### src/rtl/store_commit_queue.sv
module store_commit_queue #(
  parameter int DEPTH = 8,
  parameter int AW = 32,
  parameter int DW = 8,
  parameter int LINE_BYTES = 64,
  localparam int IW = $clog2(DEPTH),
  localparam int OW = $clog2(LINE_BYTES),
  localparam int LW = AW - OW
) (
  input  logic          clk,
  input  logic          rst_n,
  input  logic          alloc_valid,
  output logic          alloc_ready,
  output logic [IW-1:0] alloc_tag,
  input  logic          exec_valid,
  input  logic [IW-1:0] exec_tag,
  input  logic [AW-1:0] exec_addr,
  input  logic [DW-1:0] exec_data,
  input  logic          retire_valid,
  input  logic          flush,
  output logic [1:0]    cmt_valid,
  output logic [LW-1:0] cmt_line,
  output logic [AW-1:0] cmt_addr0,
  output logic [DW-1:0] cmt_data0,
  output logic [AW-1:0] cmt_addr1,
  output logic [DW-1:0] cmt_data1,
  input  logic          cmt_line_owned,
  output logic          pf_valid,
  output logic [LW-1:0] pf_line,
  input  logic          pf_ready,
  input  logic [AW-1:0] ld_addr,
  output logic          ld_hit,
  output logic [DW-1:0] ld_data,
  output logic          drained
);
  localparam int CW = $clog2(DEPTH + 1);

  logic [IW-1:0] head;
  logic [CW-1:0] cnt, rcnt;
  logic [AW-1:0] addr_q [DEPTH];
  logic [DW-1:0] data_q [DEPTH];
  logic [DEPTH-1:0] exe_q, pf_q;

  logic [IW-1:0] tail, h1, ret_slot, pf_idx;
  logic [CW-1:0] ncmt, cnt_nxt, rcnt_nxt;
  logic alloc_fire, ret_ok;

  assign tail        = head + cnt[IW-1:0];
  assign h1          = head + IW'(1);
  assign ret_slot    = head + rcnt[IW-1:0];
  assign alloc_ready = cnt < CW'(DEPTH);
  assign alloc_tag   = tail;
  assign alloc_fire  = alloc_valid && alloc_ready && !flush;
  assign ret_ok      = retire_valid && (rcnt < cnt);
  assign drained     = cnt == '0;

  assign cmt_line  = addr_q[head][AW-1:OW];
  assign cmt_addr0 = addr_q[head];
  assign cmt_data0 = data_q[head];
  assign cmt_addr1 = addr_q[h1];
  assign cmt_data1 = data_q[h1];
  assign cmt_valid[0] = (rcnt != '0) && cmt_line_owned;
  assign cmt_valid[1] = cmt_valid[0] && (rcnt >= CW'(2)) &&
                        (addr_q[h1][AW-1:OW] == cmt_line);
  assign ncmt = CW'(cmt_valid[0]) + CW'(cmt_valid[1]);

  assign rcnt_nxt = rcnt - ncmt + CW'(ret_ok);
  assign cnt_nxt  = flush ? rcnt_nxt : (cnt - ncmt + CW'(alloc_fire));

  always_comb begin
    logic [IW-1:0] s;
    s = '0;
    ld_hit = 1'b0;
    ld_data = '0;
    for (int k = 0; k < DEPTH; k++) begin
      s = head + IW'(k);
      if (CW'(k) < cnt && exe_q[s] && addr_q[s] == ld_addr) begin
        ld_hit = 1'b1;
        ld_data = data_q[s];
      end
    end
  end

  always_comb begin
    logic [IW-1:0] s;
    s = '0;
    pf_valid = 1'b0;
    pf_idx = '0;
    for (int k = 0; k < DEPTH; k++) begin
      s = head + IW'(k);
      if (!pf_valid && CW'(k) < cnt && exe_q[s] && !pf_q[s]) begin
        pf_valid = 1'b1;
        pf_idx = s;
      end
    end
  end
  assign pf_line = addr_q[pf_idx][AW-1:OW];

  always_ff @(posedge clk) begin
    if (!rst_n) begin
      head  <= '0;
      cnt   <= '0;
      rcnt  <= '0;
      exe_q <= '0;
      pf_q  <= '0;
    end else begin
      head <= head + ncmt[IW-1:0];
      cnt  <= cnt_nxt;
      rcnt <= rcnt_nxt;
      if (pf_valid && pf_ready) pf_q[pf_idx] <= 1'b1;
      if (exec_valid) begin
        exe_q[exec_tag]  <= 1'b1;
        addr_q[exec_tag] <= exec_addr;
        data_q[exec_tag] <= exec_data;
      end
      if (alloc_fire) begin
        exe_q[tail] <= 1'b0;
        pf_q[tail]  <= 1'b0;
      end
    end
  end

  AST_NO_OVERFLOW: assert property (@(posedge clk) disable iff (!rst_n)
    cnt <= CW'(DEPTH));
  AST_FULL_HOLD: assert property (@(posedge clk) disable iff (!rst_n)
    !alloc_ready |=> cnt <= $past(cnt));
  AST_RETIRE_EXECUTED: assert property (@(posedge clk) disable iff (!rst_n)
    ret_ok |-> exe_q[ret_slot]);
  AST_FLUSH_EMPTY: assert property (@(posedge clk) disable iff (!rst_n)
    flush && rcnt == '0 && !retire_valid |=> drained);
  AST_PF_HOLD: assert property (@(posedge clk) disable iff (!rst_n)
    pf_valid && !pf_ready && !flush && !exec_valid && cmt_valid == 2'b00
    |=> pf_valid && $stable(pf_line));
  AST_DRAINED_QUIET: assert property (@(posedge clk) disable iff (!rst_n)
    drained |-> cmt_valid == 2'b00 && !pf_valid && !ld_hit);
endmodule

### config.mk
export PLATFORM = sky130hd
export DESIGN_NAME = store_commit_queue
export DESIGN_NICKNAME = d
export VERILOG_FILES = /design/src/rtl/store_commit_queue.sv
export SDC_FILE = /design/constraint.sdc
export NUM_CORES = 1
export LEC_CHECK = 0
export CORE_MARGIN = 3
export CORE_UTILIZATION = 40
export DETAILED_ROUTE_END_ITERATION = 16
export GPL_TIMING_DRIVEN = 0
export SETUP_SLACK_MARGIN = 0.1
export SKIP_LAST_GASP = 1
export SLEW_MARGIN = 20
export SYNTH_ARGS = -nofsm -noshare
export SYNTH_HDL_FRONTEND = slang
export SYNTH_SLANG_ARGS = --single-unit
export TNS_END_PERCENT = 50
### constraint.sdc
create_clock -name clk -period 10.6 [get_ports clk]
set_input_delay 3.18 -clock clk [delete_from_list [all_inputs] [get_ports clk]]
set_output_delay 3.18 -clock clk [all_outputs]
set_load 0.02 [all_outputs]
==> results.json, run 1 <==
{
  "fillers": 7706,
  "post-route-cell-area_um2": 40900,
  "cts_hold_buf": 0,
  "ys_ff_latch": 347,
  "wl_met2_um": 85700,
  "hold_path_depth": 2,
  "synth_flop_cell": "edfxtp_1",
  "final.period_utilization_pct": 101,
  "area_delta_synth_final_pct": 20.4,
  "cts-htree-levels": 2,
  "regArea_um2": 10200,
  "antenna_found_initial": 10,
  "insertion_delay_ns": 0.61,
  "grt_pass1_vias": 31100,
  "drv_cap": 0,
  "cts_sinks": 347,
  "r2r_cells": 22,
  "ys_warn_count": 0,
  "syn_nets": 3131,
  "drtAntennaViolNets": 0,
  "met1Wirelength_um": 74100,
  "layout_commonest_cell": "nand2_1",
  "tightest_slew_ns": 1.25,
  "num_io_pins": 232,
  "fp.dieW_um": 298,
  "clock_tree.buffer_depth": 3,
  "cts_tree": "built",
  "critPathKind": "reg -> out",
  "numCtsBuffers": 41,
  "synth_seq_area_share_pct": 29.9,
  "final_nets": 3441,
  "status": "finished with violations",
  "p_seq_share_pct": 13.5,
  "rows": 106,
  "multi_input_area_um2": 22600,
  "die_h_um": 298,
  "violations": "negative setup slack",
  "synthCells": 3023,
  "rsz0062_at_grt": "false",
  "max_slew_margin_pct": 15.9,
  "cp-end-kind": "output pin",
  "top_layer_used": "met5",
  "ir_worst_vdd_v": 0.000179,
  "fin_util_pct": 48.8,
  "drt_iter0_markers": 5474,
  "hold_viol_final": 0,
  "syn-cell-area_um2": 34000,
  "vias": 32700,
  "placed_area_um2": 38200,
  "post-place-ws_ns": -3.97,
  "drive_gt1_share_pct": 25.9,
  "firstDrtPassIters": 8,
  "mostFrequentLayoutCells": "nand2_1, mux4_2, edfxtp_1, mux2i_1, xnor2_1",
  "setup_viol": 2,
  "setup_ws_ns": -0.140,
  "post_drt_wl_per_cell_um": 46.0,
  "pwr-share-clk_pct": 13.0,
  "switchingPower_mw": 6.28,
  "dpl.hpwl_um": 163000,
  "grt_pass1_wl_um": 275000,
  "cellInternalPower_mw": 5.64,
  "netlist-cell-type-count": 96,
  "core_um2": 84000,
  "clk_pin_slew_ns": 0.06,
  "clockRootBuffer": "clkbuf_16",
  "via_per_inst": 7.28,
  "combPwrFrac_pct": 73.5,
  "dp_cells": 4404,
  "worstPathRequired_ns": 7.42,
  "grt_remaining_overflow": 0,
  "gp_routability_congestion": 1.10,
  "num_antenna_cells": 0,
  "drc": 0,
  "setup.worst_path.start_class": "register",
  "synthArstFlopShare_pct": 0,
  "finalCriticalPeriod_ns": 10.74,
  "fin_skew_ns": 0.0213,
  "finalMaxSlewViolations": 0,
  "synth_edf_count": 320,
  "grt.total_usage_pct": 45.6,
  "max_freq_mhz": 93.1,
  "start_util_pct": 40.5,
  "fp.dieArea_um2": 88500,
  "hp-class": "reg -> reg",
  "worst-r2r-setup-slack_ns": 2.39,
  "arrival_ns": 7.56,
  "grt_max_degree": 20,
  "fin_cells": 4497,
  "power_density_nw_per_um2": 291,
  "routed_wl_um": 207000,
  "cp_max_fo": 10,
  "postSynthAreaPerCell_um2": 11.2,
  "io_buffers": 209,
  "p_leak_nw": 13.5,
  "wl_met3_um": 28500,
  "swShare_pct": 52.7
}
==> what timing repair did <==
action,in CTS,in global routing
gates resized for setup,285,30
endpoints found under the setup margin,80,36
pin swaps,23,6
setup buffers,20,4
==> kinds of logic (layout without fill, tap and decap cells) <==
| group | count (synthesis) | count (layout) | share of synthesized area (%) |
|---|---|---|---|
| AND/OR/NAND/NOR | 758 | 758 | 11.0 |
| multiplexers | 701 | 701 | 33.3 |
| AO/OA/AOI/OAI | 469 | 469 | 10.3 |
| buffers and inverters | 389 | 729 | 5.88 |
| flip-flops | 347 | 347 | 29.9 |
| XOR/XNOR | 334 | 334 | 8.63 |
| adder cells (fa/ha/maj) | 25 | 25 | 1.01 |
==> final timing paths <==
| kind | end | startpoint |
|---|---|---|
| setup / recovery | cmt_valid[1] | head[0] |
| hold / removal | pf_q[6] | pf_q[6] |
| setup reg to reg | cnt[2] | head[0] |
| hold reg to reg | pf_q[6] | pf_q[6] |
==> cell type report <==
cell class,instances,area share (%)
sequential,347,24.8
timing repair buffer,271,6.98
clock inverter,26,0.911
inverter,86,0.801
buffer,299,5.21
tap,1134,3.47
clock buffer,47,2.61
multi-input combinational,2287,55.2
==> flip-flops by register name, indices dropped and copies added (netlist names) <==
signal / flops
addr_q: 256
data_q: 64
exe_q: 8
pf_q: 8
cnt: 4
rcnt: 4
head: 3
==> metal layers <==
| layer | GRT usage, % | vias to the layer above |
|---|---|---|
| li1 | - | 12500 |
| met1 | 56.8 | 16400 |
| met2 | 65.9 | 3092 |
| met3 | 16.8 | 756 |
| met4 | 30.3 | 15 |
| met5 | 3.08 | - |
==> Yosys cell counts (34+ instances only) <==
library cell  instances  share of area, %
xnor2_1             276               7.1
mux4_2              330                22
edfxtp_1            320                28
buf_1                34              0.38
o311ai_0             49               1.3
mux2_2               74               2.5
inv_1                85              0.94
mux2i_1             272               8.0
a32o_1               50               1.5
nor2_1               97               1.1
xor2_1               57               1.5
o21ai_0             125               1.8
nor4_1               43              0.79
o32ai_1              51               1.3
buf_2                79               1.2
nand3_1              37              0.54
nand3b_1             55               1.2
nand2_1             363               4.0
clkbuf_1            109               1.2
buf_4                53               1.2
==> critical path, stage by stage, from the launching register on <==
cell,delay (ns)
dfxtp_2,0.34
ha_1,0.29
xnor2_1,0.41
clkbuf_1,0.84
buf_2,0.73
clkbuf_1,0.90
buf_2,0.49
nor2_1,0.11
nor2_2,0.42
xnor2_1,0.24
nor3_1,0.56
nand4_1,0.40
nor4_4,0.52
clkdlybuf4s50_1,0.70
==> per-stage QoR <==
| stage | total power, mW | TNS [ns] | hold WS [ns] |
|---|---|---|---|
| floorplan | 6.18 | 0 | 0.452 |
| finish | 11.9 | -0.165 | 0.503 |
| detailed placement | 9.64 | -132.48 | 0.491 |
| CTS | 11.5 | 0 | 0.494 |
| global placement | 9.63 | -313.77 | 0.478 |
| global route | 12.0 | 0 | 0.542 |
==> power by group through the flow <==
stage | logic [mW] | registers (mW) | clock network (mW)
6_report | 8.76 | 1.61 | 1.55
3_5_place_dp | 8.01 | 1.63 | 0
4_1_cts | 8.35 | 1.60 | 1.56
2_1_floorplan | 4.58 | 1.60 | 0
3_3_place_gp | 8.00 | 1.63 | 0
5_1_grt | 8.80 | 1.61 | 1.61
Power figures use the tool's default switching activity.
==> inputs of run 2 (changes only) <==
==> constraint.sdc (replaced) <==
create_clock -name clk -period 10.6 [get_ports clk]
set_input_delay 2.12 -clock clk [delete_from_list [all_inputs] [get_ports clk]]
set_output_delay 2.12 -clock clk [all_outputs]
set_load 0.02 [all_outputs]
==> run 2 against run 1 <==
  * The flow now finishes without violations
  * Design area shrank 1.4%
  * Global-route usage shrank 0.073 points
  * Combinational power shrank 1%
  * Hold slack gained 0.0019 ns
  * Count of clock-buffer cells in the layout is the same
  * Sequential cell count is the same
  * Via count shrank 0.16%
  * Register-to-register slack lost 0.77 ns
  * Sequential share of layout area grew 0.34 points
  * Die area is the same
  * Critical endpoint is now pf_line[0]
==> results.json, run 2 (synthesized netlist as in run 1, its figures left out) <==
{
  "fp.dieW_um": 298,
  "grt_pass1_vias": 31000,
  "crit_top_cell": "buf_12",
  "hp-class": "reg -> reg",
  "reg_top3": "addr_q (256), data_q (64)",
  "cts-htree-levels": 2,
  "layout_commonest_cell": "nand2_1",
  "setup.worst_path.start_class": "register",
  "fp.dieArea_um2": 88500,
  "firstDrtPassIters": 8,
  "drtAntennaViolNets": 0,
  "numCtsBuffers": 41,
  "clk_pin_slew_ns": 0.06,
  "insertion_delay_ns": 0.61,
  "grt_remaining_overflow": 0,
  "finalMaxSlewViolations": 0,
  "start_util_pct": 40.5,
  "ir_worst_vdd_v": 0.000190,
  "grt_max_degree": 17,
  "io_buffers": 209,
  "fillers": 7737,
  "core_um2": 84000,
  "cp-end-kind": "output pin",
  "finalCriticalPeriod_ns": 10.58,
  "status": "finished clean",
  "arrival_ns": 8.46,
  "slowest_delay_ns": 0.66,
  "clock_tree.buffer_depth": 3,
  "rsz0062_at_grt": "true",
  "drt_iter0_markers": 5685,
  "worst-r2r-setup-slack_ns": 1.62,
  "cp_slowest_cell": "clkdlybuf4s50_1",
  "dpl.hpwl_um": 163000,
  "max_freq_mhz": 94.5,
  "hold_viol_final": 0,
  "antenna_found_initial": 12,
  "largest_reg_flops": 256,
  "fin_cells": 4493,
  "post-place-ws_ns": -2.91,
  "top_register": "addr_q",
  "critPathKind": "reg -> out",
  "grt.total_usage_pct": 45.5,
  "via_per_inst": 7.27,
  "fin_skew_ns": 0.0236,
  "drc": 0,
  "tightest_slew_ns": 1.22,
  "area_delta_synth_final_pct": 18.8,
  "drv_cap": 0,
  "die_h_um": 298,
  "dp_cells": 4404,
  "power_density_nw_per_um2": 292,
  "p_leak_nw": 13.2,
  "gp_routability_congestion": 1.10,
  "post_drt_wl_per_cell_um": 45.9,
  "final.period_utilization_pct": 99.8,
  "cts_tree": "built",
  "hold_ws_ns": 0.505,
  "setup_viol": 0,
  "fin_util_pct": 48.1,
  "num_io_pins": 232,
  "max_slew_margin_pct": 18.7,
  "crit_path_cell_trace": "buf_6, buf_12, buf_12, buf_12, buf_12, inv_4, buf_6, clkbuf_4, buf_2, buf_4, ha_1, xor2_2, buf_6, clkbuf_2, clkbuf_4, clkbuf_4, clkbuf_1, o21ai_0, nand2_1, o21ai_0, o32a_1, mux2i_1, clkdlybuf4s50_1",
  "routed_wl_um": 206000,
  "cts_sinks": 347,
  "vias": 32700,
  "cp_top_family": "buffers and inverters",
  "clockRootBuffer": "clkbuf_16",
  "drive_gt1_share_pct": 24.2,
  "path_buf_inv": 16,
  "grt_pass1_wl_um": 275000,
  "setup_tns_ns": 0,
  "final_nets": 3435,
  "setup_ws_ns": 0.0173,
  "mostFrequentLayoutCells": "nand2_1, mux4_2, edfxtp_1, mux2i_1, xnor2_1",
  "rows": 106,
  "worstPathRequired_ns": 8.48,
  "cp_max_fo": 10
}
==> run 2: final timing paths <==
kind                              start         end  depth (start not counted)
worst max-delay path            head[0]  pf_line[0]                         23
worst min-delay path            pf_q[6]     pf_q[6]                          2
worst max register to register  head[1]      cnt[2]                         29
worst min register to register  pf_q[6]     pf_q[6]                          2
==> run 2: layer usage <==
metal / wire length, um / share of wire, % / track usage [%]
met4: 18200 / 8.8 / 29.7
met5: 316 / 0.15 / 2.00
met3: 28400 / 14 / 17.0
met2: 85000 / 41 / 65.8
met1: 74500 / 36 / 56.8
==> run 2: layout make-up <==
cell class / instances / area (um^2) / area share [%]
clock inverters: 26 / 373 / 0.923
well taps: 1134 / 1420 / 3.51
inverters: 86 / 325 / 0.806
plain buffers: 302 / 1910 / 4.73
clock buffers: 47 / 1070 / 2.65
multi-input cells: 2287 / 22300 / 55.3
repair buffers: 262 / 2800 / 6.94
diodes: 2 / 5.00 / 0.0124
flip-flops and latches: 347 / 10100 / 25.1
==> run 2: per-stage QoR <==
step                total power, mW  cell area (um^2)
floorplan                      6.18             34000
global placement               9.63             37500
detailed placement             9.64             38200
CTS                            11.4             40300
global route                   11.9             40400
finish                         11.8             40400
==> run 2: what timing repair did <==
| action | CTS | global route |
|---|---|---|
| resized for setup | 125 | 40 |
| hold buffers | 0 | 0 |
| endpoints found under the setup margin | 51 | 36 |
| pin swaps | 11 | 2 |
| setup buffers | 14 | 1 |
==> run 2: worst register-to-register path, delay by kind of cell, from the launching register on <==
kind            cells  cell delay (ns)
fa+ha+maj           5             1.63
flops               1             0.38
mux                 1             0.29
buf+inv            13             3.44
compound gates      1             0.08
simple gates        7             2.63
xor+xnor            2             0.43
==> run 2: power breakdown <==
part           total (mW)  internal, mW  switching (mW)  leakage, nW
clock network        1.55         0.926           0.622        0.695
registers            1.61          1.54          0.0660         3.11
logic                8.64          3.10            5.53         9.39
total                11.8          5.57            6.22         13.2
